==> src/rtl/spio_pkg.sv <==
// Package: shared widths, field encodings and the control byte layout
// for the serial I/O port. Assumes a byte-wide port and two-byte frames.
package spio_pkg;
    localparam int PORT_W     = 8;
    localparam int FRAME_BITS = 2 * PORT_W;
    localparam int CNT_W      = $clog2(FRAME_BITS + 1);
    localparam int BIT_W      = $clog2(PORT_W);
    localparam int ID_W       = 2;
    localparam int NUM_CMP    = 4;

    typedef enum logic [1:0] {
        WM_PLAIN = 2'b00,
        WM_SET   = 2'b01,
        WM_CLEAR = 2'b10,
        WM_ALT   = 2'b11
    } wmode_e;

    typedef enum logic [1:0] {
        CMP_EQ      = 2'b00,
        CMP_NE      = 2'b01,
        CMP_IN_EQ   = 2'b10,
        CMP_CHANGED = 2'b11
    } cmode_e;

    typedef struct packed {
        logic [ID_W-1:0] id;
        logic            sel_dir;
        logic            rd;
        wmode_e          wmode;
        cmode_e          cmode;
    } ctrl_t;
endpackage

==> src/rtl/spio_sync.sv <==
// Module: multi-stage synchronizer for asynchronous inputs.
// Assumes every bit is sampled independently; RST_VAL sets the reset level.
module spio_sync #(
    parameter int            W       = 1,
    parameter int            STAGES  = 2,
    parameter logic [W-1:0]  RST_VAL = '0
) (
    input  logic         clk,
    input  logic         rst_n,
    input  logic [W-1:0] d,
    output logic [W-1:0] q
);
    logic [W-1:0] stg [STAGES];

    // Shift the input through the synchronizer chain.
    always_ff @(posedge clk) begin
        if (!rst_n) begin
            for (int i = 0; i < STAGES; i++) stg[i] <= RST_VAL;
        end else begin
            stg[0] <= d;
            for (int i = 1; i < STAGES; i++) stg[i] <= stg[i-1];
        end
    end

    assign q = stg[STAGES-1];
endmodule

==> src/rtl/spio_serial.sv <==
// Module: serial frame engine. Detects the start of an access, latches the
// clock idle level and compare flag, counts bits, decodes the control byte
// and issues one-cycle strobes. Assumes synchronized inputs and clock phase
// with sampling on the return-to-idle edge.
module spio_serial
    import spio_pkg::*;
(
    input  logic              clk,
    input  logic              rst_n,
    input  logic              sck_s,
    input  logic              cs_n_s,
    input  logic              mosi_s,
    input  logic [ID_W-1:0]   id_strap,
    input  logic              flag_now,
    input  logic [PORT_W-1:0] rd_val,
    output logic              cs_fall,
    output ctrl_t             ctrl_q,
    output logic              cmd_stb,
    output logic              wr_stb,
    output logic [PORT_W-1:0] wr_byte,
    output logic              miso,
    output logic              miso_oe
);
    logic              sck_q, cs_q, cpol_q, flag_lat;
    logic              active, lead, trail, id_ok, in_data;
    logic [CNT_W-1:0]  cnt;
    logic [PORT_W-1:0] sh, shift_nx, rd_snap;
    logic [BIT_W-1:0]  rd_idx;
    ctrl_t             ctrl_nx;

    assign cs_fall  = cs_q && !cs_n_s;
    assign active   = !cs_n_s && !cs_q;
    assign lead     = active && (sck_s != sck_q) && (sck_q == cpol_q);
    assign trail    = active && (sck_s != sck_q) && (sck_s == cpol_q);
    assign shift_nx = {sh[PORT_W-2:0], mosi_s};
    assign ctrl_nx  = ctrl_t'(shift_nx);
    assign id_ok    = (ctrl_q.id == id_strap);
    assign in_data  = (cnt >= CNT_W'(PORT_W));
    assign rd_idx   = BIT_W'(PORT_W - 1) - cnt[BIT_W-1:0];

    // Track previous sck and cs levels for edge detection.
    always_ff @(posedge clk) begin
        if (!rst_n) begin
            sck_q <= 1'b0;
            cs_q  <= 1'b1;
        end else begin
            sck_q <= sck_s;
            cs_q  <= cs_n_s;
        end
    end

    // At access start latch the sck idle level and the compare result.
    always_ff @(posedge clk) begin
        if (!rst_n) begin
            cpol_q   <= 1'b0;
            flag_lat <= 1'b0;
        end else if (cs_fall) begin
            cpol_q   <= sck_s;
            flag_lat <= flag_now;
        end
    end

    // Count and shift in bits on the return-to-idle edge; decode the frame.
    always_ff @(posedge clk) begin
        if (!rst_n) begin
            cnt     <= '0;
            sh      <= '0;
            ctrl_q  <= '0;
            cmd_stb <= 1'b0;
            wr_stb  <= 1'b0;
            wr_byte <= '0;
        end else begin
            cmd_stb <= 1'b0;
            wr_stb  <= 1'b0;
            if (cs_n_s) begin
                cnt <= '0;
            end else if (trail && cnt != CNT_W'(FRAME_BITS)) begin
                sh  <= shift_nx;
                cnt <= cnt + 1'b1;
                if (cnt == CNT_W'(PORT_W - 1)) begin
                    ctrl_q  <= ctrl_nx;
                    cmd_stb <= (ctrl_nx.id == id_strap);
                end
                if (cnt == CNT_W'(FRAME_BITS - 1)) begin
                    wr_stb  <= id_ok && !ctrl_q.rd;
                    wr_byte <= shift_nx;
                end
            end
        end
    end

    // Capture the read value once the control byte is decoded.
    always_ff @(posedge clk) begin
        if (!rst_n)       rd_snap <= '0;
        else if (cmd_stb) rd_snap <= rd_val;
    end

    // Drive the next outgoing bit on the leave-idle edge.
    always_ff @(posedge clk) begin
        if (!rst_n || cs_n_s) begin
            miso <= 1'b0;
        end else if (lead) begin
            if (!in_data)                                       miso <= flag_lat;
            else if (cnt < CNT_W'(FRAME_BITS) && id_ok && ctrl_q.rd) miso <= rd_snap[rd_idx];
            else                                                miso <= 1'b0;
        end
    end

    assign miso_oe = !cs_n_s && !(in_data && !id_ok);

    // the bit counter is cleared whenever chip enable is high.
    p_cnt_clear_r8: assert property (@(posedge clk) disable iff (!rst_n)
        cs_n_s |=> (cnt == '0));

    // the counter never passes the frame length.
    p_frame_limit_r3: assert property (@(posedge clk) disable iff (!rst_n)
        cnt <= CNT_W'(FRAME_BITS));

    // a frame yields at most one write strobe.
    p_single_write_r3: assert property (@(posedge clk) disable iff (!rst_n)
        wr_stb |=> !wr_stb);
endmodule

==> src/rtl/spio_regs.sv <==
// Module: direction and data registers, masked write logic, read mux and
// the four-way comparator. Assumes strobes arrive one cycle wide with the
// decoded control byte already stable.
module spio_regs
    import spio_pkg::*;
(
    input  logic              clk,
    input  logic              rst_n,
    input  logic [PORT_W-1:0] pin_in,
    input  ctrl_t             ctrl,
    input  logic              cmd_stb,
    input  logic              wr_stb,
    input  logic [PORT_W-1:0] wr_byte,
    input  logic              cs_fall,
    output logic [PORT_W-1:0] dir_q,
    output logic [PORT_W-1:0] data_q,
    output logic [PORT_W-1:0] rd_val,
    output logic              flag_now
);
    logic [PORT_W-1:0]  pins_s, snap_q, tgt, wr_nx, mixed;
    cmode_e             cmp_sel;
    logic [NUM_CMP-1:0] hit;

    spio_sync #(.W(PORT_W), .STAGES(2), .RST_VAL('0)) u_pin_sync (
        .clk   (clk),
        .rst_n (rst_n),
        .d     (pin_in),
        .q     (pins_s)
    );

    assign mixed  = (dir_q & data_q) | (~dir_q & pins_s);
    assign rd_val = ctrl.sel_dir ? dir_q : mixed;
    assign tgt    = ctrl.sel_dir ? dir_q : data_q;

    // Apply the write mode to the selected register.
    always_comb begin
        unique case (ctrl.wmode)
            WM_SET:   wr_nx = tgt | wr_byte;
            WM_CLEAR: wr_nx = tgt & ~wr_byte;
            default:  wr_nx = wr_byte;
        endcase
    end

    // Commit a completed write frame.
    always_ff @(posedge clk) begin
        if (!rst_n) begin
            dir_q  <= '0;
            data_q <= '0;
        end else if (wr_stb) begin
            if (ctrl.sel_dir) dir_q  <= wr_nx;
            else              data_q <= wr_nx;
        end
    end

    // Hold the compare condition chosen by the last accepted control byte.
    always_ff @(posedge clk) begin
        if (!rst_n)       cmp_sel <= CMP_EQ;
        else if (cmd_stb) cmp_sel <= ctrl.cmode;
    end

    // Keep the pin snapshot taken at each access start.
    always_ff @(posedge clk) begin
        if (!rst_n)       snap_q <= '0;
        else if (cs_fall) snap_q <= pins_s;
    end

    // Evaluate every compare condition in parallel.
    generate
        for (genvar c = 0; c < NUM_CMP; c++) begin : g_cmp
            if (c == int'(CMP_EQ)) begin : g_eq
                assign hit[c] = (pins_s == data_q);
            end else if (c == int'(CMP_NE)) begin : g_ne
                assign hit[c] = (pins_s != data_q);
            end else if (c == int'(CMP_IN_EQ)) begin : g_in
                assign hit[c] = (((pins_s ^ data_q) & ~dir_q) == '0);
            end else begin : g_chg
                assign hit[c] = (pins_s != snap_q);
            end
        end
    endgenerate

    // Register the selected compare result.
    always_ff @(posedge clk) begin
        if (!rst_n) flag_now <= 1'b0;
        else        flag_now <= hit[cmp_sel];
    end

    // registers hold unless a write strobe arrives.
    p_hold_r3: assert property (@(posedge clk) disable iff (!rst_n)
        !wr_stb |=> ($stable(data_q) && $stable(dir_q)));

    // a set-mode data write only adds the masked bits.
    p_set_mask_r4: assert property (@(posedge clk) disable iff (!rst_n)
        (wr_stb && !ctrl.sel_dir && ctrl.wmode == WM_SET)
        |=> data_q == ($past(data_q) | $past(wr_byte)));

    // a clear-mode data write only removes the masked bits.
    p_clear_mask_r5: assert property (@(posedge clk) disable iff (!rst_n)
        (wr_stb && !ctrl.sel_dir && ctrl.wmode == WM_CLEAR)
        |=> data_q == ($past(data_q) & ~$past(wr_byte)));
endmodule

==> src/rtl/spio_port.sv <==
// Module: top of the serial bit-programmable I/O port. Synchronizes the
// serial inputs, connects the frame engine to the register bank and maps
// registers to the pads. Assumes id_strap is static.
module spio_port
    import spio_pkg::*;
(
    input  logic              clk,
    input  logic              rst_n,
    input  logic              sck,
    input  logic              cs_n,
    input  logic              mosi,
    output logic              miso,
    output logic              miso_oe,
    input  logic [ID_W-1:0]   id_strap,
    input  logic [PORT_W-1:0] pin_in,
    output logic [PORT_W-1:0] pin_out,
    output logic [PORT_W-1:0] pin_oe
);
    logic              cs_n_s, sck_s, mosi_s;
    logic              cs_fall, cmd_stb, wr_stb, flag_now;
    logic [PORT_W-1:0] wr_byte, rd_val, dir_q, data_q;
    ctrl_t             ctrl_q;

    spio_sync #(.W(3), .STAGES(2), .RST_VAL(3'b100)) u_bus_sync (
        .clk   (clk),
        .rst_n (rst_n),
        .d     ({cs_n, sck, mosi}),
        .q     ({cs_n_s, sck_s, mosi_s})
    );

    spio_serial u_serial (
        .clk      (clk),
        .rst_n    (rst_n),
        .sck_s    (sck_s),
        .cs_n_s   (cs_n_s),
        .mosi_s   (mosi_s),
        .id_strap (id_strap),
        .flag_now (flag_now),
        .rd_val   (rd_val),
        .cs_fall  (cs_fall),
        .ctrl_q   (ctrl_q),
        .cmd_stb  (cmd_stb),
        .wr_stb   (wr_stb),
        .wr_byte  (wr_byte),
        .miso     (miso),
        .miso_oe  (miso_oe)
    );

    spio_regs u_regs (
        .clk      (clk),
        .rst_n    (rst_n),
        .pin_in   (pin_in),
        .ctrl     (ctrl_q),
        .cmd_stb  (cmd_stb),
        .wr_stb   (wr_stb),
        .wr_byte  (wr_byte),
        .cs_fall  (cs_fall),
        .dir_q    (dir_q),
        .data_q   (data_q),
        .rd_val   (rd_val),
        .flag_now (flag_now)
    );

    assign pin_out = data_q;
    assign pin_oe  = dir_q;

    // miso is never enabled while chip enable is high.
    p_miso_hiz_r10: assert property (@(posedge clk) disable iff (!rst_n)
        cs_n_s |-> !miso_oe);
endmodule

==> config.mk <==
export PLATFORM = sky130hd
export DESIGN_NAME = spio_port
export DESIGN_NICKNAME = d
export VERILOG_FILES = /design/src/rtl/spio_pkg.sv /design/src/rtl/spio_sync.sv /design/src/rtl/spio_serial.sv /design/src/rtl/spio_regs.sv /design/src/rtl/spio_port.sv
export SDC_FILE = /design/constraint.sdc
export NUM_CORES = 1
export LEC_CHECK = 0
export ABC_AREA = 1
export CORE_UTILIZATION = 33
export CTS_CLUSTER_SIZE = 30
export DETAILED_ROUTE_END_ITERATION = 6
export PLACE_DENSITY = 0.61
export SLEW_MARGIN = 20
export SYNTH_ARGS = -nofsm -noshare
export SYNTH_HDL_FRONTEND = slang
export SYNTH_SLANG_ARGS = --single-unit
==> constraint.sdc <==
create_clock -name clk -period 2.63 [get_ports clk]
set_input_delay 0.789 -clock clk [delete_from_list [all_inputs] [get_ports clk]]
set_output_delay 0.789 -clock clk [all_outputs]
set_load 0.05 [all_outputs]
==> results.md, run 1 <==
* Hold-fix buffers, CTS at 0
* Crit path kind: in -> out
* WHS Endpoint: u_regs.u_pin_sync.stg[0][9]$_SDFF_PN0_
* Worst R2R End: u_regs.data_q[7]$_SDFFE_PN0P_
* Hold path depth at 2
* Worst setup SP type: input port
* HP Start: u_regs.u_pin_sync.stg[0][1]$_SDFF_PN0_
* # diodes at 0
* Fin nets at between 600 and 700
* GR Layer Usage met3 at approximately 2.9%
* Final Cycle Share at between 90% and 100%
* Met2 usage at 26.0%
* Core Area at between 0.01 and 0.015 mm2
* DR vias/cell at approximately 4.8
* Mux cell area share after synthesis at 0%
* Fin area at 0.00487 mm2
* R2R setup slack at 0.77 ns
* Top post-synthesis cells by area: dfxtp_1 45%, nand2_1 11%, inv_1 8.9%
* EDFF count, synth at 0
* TritonRoute pass-1 iters at 4
* Worst-Margin Slew at 0.620 ns
* Multi-input logic area at ~0.0018 mm2
* Placed Area at 0.00455 mm2
* Ports at 33
* Synth Area in Compound Gates at 17.6%
* Drt initial violations at about 180
* Port Buffers at 32
* Gpl congestion at ~0.85
* Die ar. at 0.0128 mm2
* Yosys top cell area share at about 45%
* Share of async-settable or async-resettable flops after synthesis at 0%
* HPWL after DPL at between 6000 and 7000 um
* CP bufs+invs at 2
* CTS tree: done
* PwrDens at between 600 and 700 mW/mm2
* Status: complete, no violations
* FILL cells at roughly 1200
* Syn. warnings at 0
* CTS Buf Count at 9
* Main combinational cell family by area after synthesis: simple AND/OR/NAND/NOR gates
* Ratio of cells with drive above 1 in the final layout at about 6.3%
* Worst Reg-to-Reg Cells at 6
* Final Hold Slack at ~0.41 ns
* Final antenna-violating net count at 0
* Vias in the first global route at approximately 3300
* DIE HEIGHT at about 110 um
* Synth area leader: dfxtp_1
* Top delay family on crit path: simple AND/OR/NAND/NOR gates
* CP Data Arrival Time at approximately 1.7 ns
* GRT Overall Usage at between 10% and 20%
* Vias after detailed routing at 3571
* Std cell rows at 40
* GR peak layer: met2
* GRT met1 Usage at approximately a fifth
* Required @ worst endpoint at approximately 1.8 ns
* Period minus WS final at roughly 2.5 ns
* Relative slew slack at about three fifths
* Count of pins over their slew limit at 0
* HP Class: reg -> reg
* Initial antenna violation count at 0
* Leak at about 2.2 nW
* Unique masters post-synth at 33
* Largest net degree at the start of global routing at between 60 and 70
* GRT Residual Overflow at 0
* F_max at 400 MHz
* Avg Cell Area, Syn at 7.16 um2
* Post-synthesis cell count at 568
* Peak VDD IR at around 0.30 mV
* Clock skew at around 0.0060 ns
* Net count after synthesis at between 500 and 600
* First-pass GRT wire length at 15900 um
* # DRC at 0
* Xor/xnor share of the synthesized area at roughly 1.5%
* Clock sink total at between 90 and 100
* Unrepaired setup endpoints after global routing: false
* Simple-Gate Fraction of Synth Area at between 20% and 30%
* Main synth FF type: dfxtp_1
* Number of synthesized register bits at 92
* Clock Latency Late Sink at approximately 0.33 ns
* P&R area growth vs syn at 19.9%
* Mapped cell area at roughly 0.004 mm2
* Width of the die at approximately 110 um
* Synth Area in Adders at 1.54%
* H-tree levels at 3
* Max cap viols at 0
* Initial Utilization at 33.8%
* Crit-path max FO at 3
* Max clock buf depth at 2
* Register Area at roughly 0.0018 mm2
* CP cell instances: dlygate4sd2_1 -> or2_2 -> nand4_1 -> a21oi_2 -> buf_12
* Setup Viol. Count Final at 0
* Total routed wirelength at 9680 um
* Critical Path Max Stage Delay at between 0.2 and 0.3 ns
* Final hold viol count at 0
* Critical path capture point type: primary output
* DR WL/cell at about 13 um
* Critical path's slowest cell: or2_2
* Sequential-to-total area share from yosys stat at between 40 and 50%
* Root buffer cell: clkbuf_16
* Power Total at between 2 and 3 mW
* Worst r2r src: u_serial.ctrl_q[5]$_SDFFE_PN0P_
* Clk slew on worst S/H paths at 0.07 ns
cell families (layout without fill, tap and decap cells):
| logic type | count (synthesis) | after routing |
|---|---|---|
| buffers and inverters | 120 | 155 |
| AOI/OAI and AO/OA | 133 | 133 |
| xor gates and xnor gates | 7 | 7 |
| and+or+nand+nor | 211 | 211 |
| DFF | 92 | 92 |
| adders and majority gates | 5 | 5 |
sequential cells by signal, indices dropped and copies added (netlist names):
| name | flops |
|---|---|
| u_serial.sck_q | 1 |
| u_serial.rd_snap | 8 |
| u_regs.cmp_sel | 2 |
| u_serial.cs_q | 1 |
| u_serial.cnt | 5 |
| u_serial.wr_byte | 8 |
| u_serial.cpol_q | 1 |
| u_regs.snap_q | 8 |
| u_bus_sync.stg | 6 |
| u_serial.miso | 1 |
| u_serial.ctrl_q | 8 |
| u_regs.dir_q | 8 |
| u_serial.sh | 7 |
| u_serial.cmd_stb | 1 |
| u_serial.flag_lat | 1 |
| u_regs.u_pin_sync.stg | 16 |
| u_serial.wr_stb | 1 |
| u_regs.data_q | 8 |
| u_regs.flag_now | 1 |
synth_stat cells, types with 2 or more instances:
| cell | count |
|---|---|
| nand3_1 | 24 |
| clkinv_1 | 2 |
| nand2_1 | 119 |
| nor2_1 | 46 |
| buf_2 | 2 |
| o311ai_0 | 2 |
| o211ai_1 | 12 |
| dfxtp_1 | 92 |
| xnor2_1 | 7 |
| nor3b_1 | 6 |
| ha_1 | 5 |
| nor3b_2 | 2 |
| o21ai_1 | 9 |
| o21ai_0 | 61 |
| clkbuf_1 | 17 |
| inv_1 | 96 |
| or2_2 | 3 |
| nand4_1 | 2 |
| a21oi_1 | 45 |
| nor3_1 | 3 |
cell usage in the layout, fill, tap and decap left out, drive strengths merged:
cell type	count
nand2	121
inv	99
dfxtp	92
o21ai	70
nor2	46
a21oi	45
clkdlybuf4s50	28
nand3	25
o211ai	12
buf	10
clkbuf	9
nor3b	9
xnor2	7
ha	5
clkinv	5
or2	3
nor3	3
nand4	2
o311ai	2
bufinv	2
dlygate4sd2	2
a211oi	1
o21a	1
o221ai	1
o2111ai	1
nor4	1
nand3b	1
power breakdown:
group | switching (mW) | internal [mW]
registers | 0.0155 | 1.42
logic | 0.0722 | 0.0580
clock network | 0.544 | 0.839
total | 0.632 | 2.32
routing by layer:
layer  vias up  part of all wire, %
met5         -                    0
met2        72                   46
li1       1865                    -
met4         0                  1.0
met1      1623                   49
met3        11                  3.6
worst max path at each step:
| stage | startpoint | end | slack [ns] | cells after the start |
|---|---|---|---|---|
| CTS | id_strap[1] | miso_oe | 0.11 | 5 |
| detailed placement | id_strap[0] | miso_oe | -0.14 | 6 |
| finish | id_strap[1] | miso_oe | 0.13 | 5 |
| global route | id_strap[1] | miso_oe | 0.08 | 5 |
| floorplan | id_strap[0] | miso_oe | 0.06 | 4 |
| global placement | id_strap[0] | miso_oe | -0.16 | 6 |
stage by stage:
stage | utilization [%] | cells | setup TNS [ns] | worst slack [ns]
final | 40.6 | 750 | 0 | 0.129
after global routing | 40.6 | 750 | 0 | 0.0810
after CTS | 40.6 | 750 | 0 | 0.110
after detailed placement | 37.9 | 734 | -0.137 | -0.137
after global placement | 37.9 | 734 | -0.157 | -0.157
after floorplan | - | 568 | 0 | 0.0630
cell type report:
class | instances | area share (%)
clock buffer | 9 | 4.62
clock inverter | 7 | 1.98
inverter | 99 | 7.73
multi-input combinational | 356 | 36.2
sequential | 92 | 37.8
tap | 147 | 3.78
timing repair buffer | 40 | 7.86
what timing repair did:
action / 4_1_cts / 5_1_grt
resized for setup: 3 / 0
endpoints found under the setup margin: 1 / 0
setup buffers: 0 / 0
worst register-to-register path, delay by kind of cell (launching register included):
| family | cells | cell delay (ns) |
|---|---|---|
| AND/OR/NAND/NOR | 2 | 0.24 |
| flip-flops | 1 | 0.71 |
| AO/OA/AOI/OAI | 3 | 0.44 |
| buffers and inverters | 1 | 0.40 |
Note: power is estimated with default switching activity, not from simulation.
==> inputs of run 2 (changes only) <==
Settings changed: REMOVE_ABC_BUFFERS set to 1.
==> run 2 against run 1 <==
  * Sequential share of layout area rose by 0.068 points
  * Maximum frequency rose by 0.53%
  * Non-clock buffer count did not move
  * Power fell by 1.4%
  * Highest routed layer unchanged
  * Critical path depth did not move
  * Worst setup slack improved by 0.013 ns
  * Global-route usage rose by 0.44 points
==> results.md, run 2 (same netlist as run 1, synthesis figures left out) <==
* Port Buffers at 32
* CTS tree: done
* Pre-CTS setup slack at -0.114 ns
* Final hold viol count at 0
* Non-filler cells, final at 750
* Period minus WS final at 2.49 ns
* Setup ws final at about 0.14 ns
* Final Hold Slack at approximately 0.41 ns
* Final antenna-violating net count at 0
* Drt initial violations at 187
* DIE HEIGHT at about 110 um
* Final Cycle Share at between 90% and 100%
* Fin area at slightly below 0.005 mm2
* Placed Area at 0.00455 mm2
* H-tree levels at 3
* Ratio of cells with drive above 1 in the final layout at between 6 and 7%
* Count of pins over their slew limit at 0
* GRT Overall Usage at between 10% and 20%
* Die ar. at ~0.013 mm2
* Gpl congestion at around 0.8
* Required @ worst endpoint at between 1.5 and 2 ns
* Finished Core Util at about two fifths
* Clk slew on worst S/H paths at about 0.06 ns
* Root buffer cell: clkbuf_16
* P&R area growth vs syn at 19.6%
* Worst setup path start: id_strap[1]
* CP Data Arrival Time at roughly 1.7 ns
* HPWL after DPL at 6790 um
* Hold-fix buffers, CTS at 0
* DR vias/cell at around 4.8
* # diodes at 0
* F_max at about 400 MHz
* Core Area at roughly 0.012 mm2
* Fin nets at slightly above 600
* GRT Residual Overflow at 0
* CTS Buf Count at 9
* Max cap viols at 0
* Clock sink total at 92
* Initial Utilization at about a third
* Worst Reg-to-Reg Cells at 9
* Worst r2r src: u_serial.cnt[0]$_SDFFE_PP0N_
* Crit-path max FO at 3
* Max FFs per register at 16
* End of the critical path: miso_oe
* Critical Path Max Stage Delay at 0.29 ns
* Worst R2R End: u_serial.wr_byte[6]$_SDFFE_PN0P_
* Unrepaired setup endpoints after global routing: false
* Commonest non-fill, non-tap cells in the layout: 119 x nand2_1, 96 x inv_1, 92 x dfxtp_1, 61 x o21ai_0, 46 x nor2_1
* Post-CTS Setup Bufs at 0
* Power Total at roughly 2.9 mW
* Vias after detailed routing at 3596
* Peak VDD IR at around 0.33 mV
* # DRC at 0
* Clock skew at about 0.0076 ns
* Biggest register: u_regs.u_pin_sync.stg
* Crit path kind: in -> out
* Relative slew slack at between 40 and 50%
* Ports at 33
* DR WL/cell at ~13 um
* Placed instance count at between 700 and 800
* Vias in the first global route at 3422
* Leak at roughly 2.2 nW
* Status: complete, no violations
* Max clock buf depth at 2
* PwrDens at around 600 mW/mm2
* Setup Viol. Count Final at 0
* Largest net degree at the start of global routing at 67
* Initial antenna violation count at 0
* Critical path capture point type: primary output
* First-pass GRT wire length at ~16000 um
* Setup_tns at 0 ns
* TritonRoute pass-1 iters at 4
* Post-cts resize count at 3
* Worst setup SP type: input port
* R2R setup slack at 0.61 ns
* Critical path's slowest cell: or2_2
* Clock Latency Late Sink at approximately 0.34 ns
* Total routed wirelength at around 9900 um
* CP cell instances: dlygate4sd2_1 -> or2_2 -> nand4_1 -> a21oi_2 -> buf_12
* HP Class: reg -> reg
* Std cell rows at 40
* Most common cell after layout, fill and taps aside: nand2_1
* Width of the die at roughly 110 um
* Worst-Margin Slew at between 0.7 and 0.8 ns
==> run 2: cell count changes in the layout (fill, tap and decap cells not counted), sizes merged <==
cell      change
clkinv        -2
clkbuf        +2
inv           -3
bufinv        -1
clkinvlp      +4
==> run 2: layout make-up <==
class | instances | area (um2)
clock buffers | 11 | 253
clock inverters | 5 | 60.1
fillers | 1247 | 7150
inverters | 99 | 377
multi-input cells | 356 | 1770
flip-flops and latches | 92 | 1840
well taps | 147 | 184
repair buffers | 40 | 383
==> run 2: critical path: cells and delay by family <==
kind,cells,cell delay [ns]
AOI/OAI and AO/OA,1,0.09
and+or+nand+nor,2,0.42
buffers and inverters,2,0.40
==> run 2: layer usage <==
layer  wire (um)  GRT usage [%]  vias up
li1            -              -     1864
met1        4570           19.9     1650
met2        4640           28.1       68
met3         442           2.73       14
met4         217           6.84        0
met5           0              0        -
==> run 2: worst min path at each step <==
stage | start | end | slack [ns] | cells after the start
after floorplan | u_bus_sync.stg[0][0]$_SDFF_PN0_ | u_bus_sync.stg[0][3]$_SDFF_PN0_ | 0.39 | 2
after global placement | u_regs.u_pin_sync.stg[0][4]$_SDFF_PN0_ | u_regs.u_pin_sync.stg[0][12]$_SDFF_PN0_ | 0.39 | 2
after detailed placement | u_regs.u_pin_sync.stg[0][6]$_SDFF_PN0_ | u_regs.u_pin_sync.stg[0][14]$_SDFF_PN0_ | 0.40 | 2
after CTS | u_regs.u_pin_sync.stg[0][6]$_SDFF_PN0_ | u_regs.u_pin_sync.stg[0][14]$_SDFF_PN0_ | 0.41 | 2
after global routing | u_regs.u_pin_sync.stg[0][6]$_SDFF_PN0_ | u_regs.u_pin_sync.stg[0][14]$_SDFF_PN0_ | 0.44 | 2
final | u_regs.u_pin_sync.stg[0][6]$_SDFF_PN0_ | u_regs.u_pin_sync.stg[0][14]$_SDFF_PN0_ | 0.41 | 2
==> run 2: power breakdown <==
| part | total (mW) | leakage, nW | internal [mW] | switching (mW) |
|---|---|---|---|---|
| Sequential | 1.43 | 0.747 | 1.42 | 0.0147 |
| Clock | 1.34 | 0.140 | 0.788 | 0.549 |
| Combinational | 0.137 | 1.27 | 0.0590 | 0.0777 |
| Total | 2.91 | 2.16 | 2.27 | 0.641 |
==> inputs of run 3 (changes only) <==
Settings changed: CAP_MARGIN set to 20, GPL_TIMING_DRIVEN set to 1, SLEW_MARGIN 20 to unset.
==> results of run 3 <==
The final DEF is identical to that of run 2; final timing and power are the same.
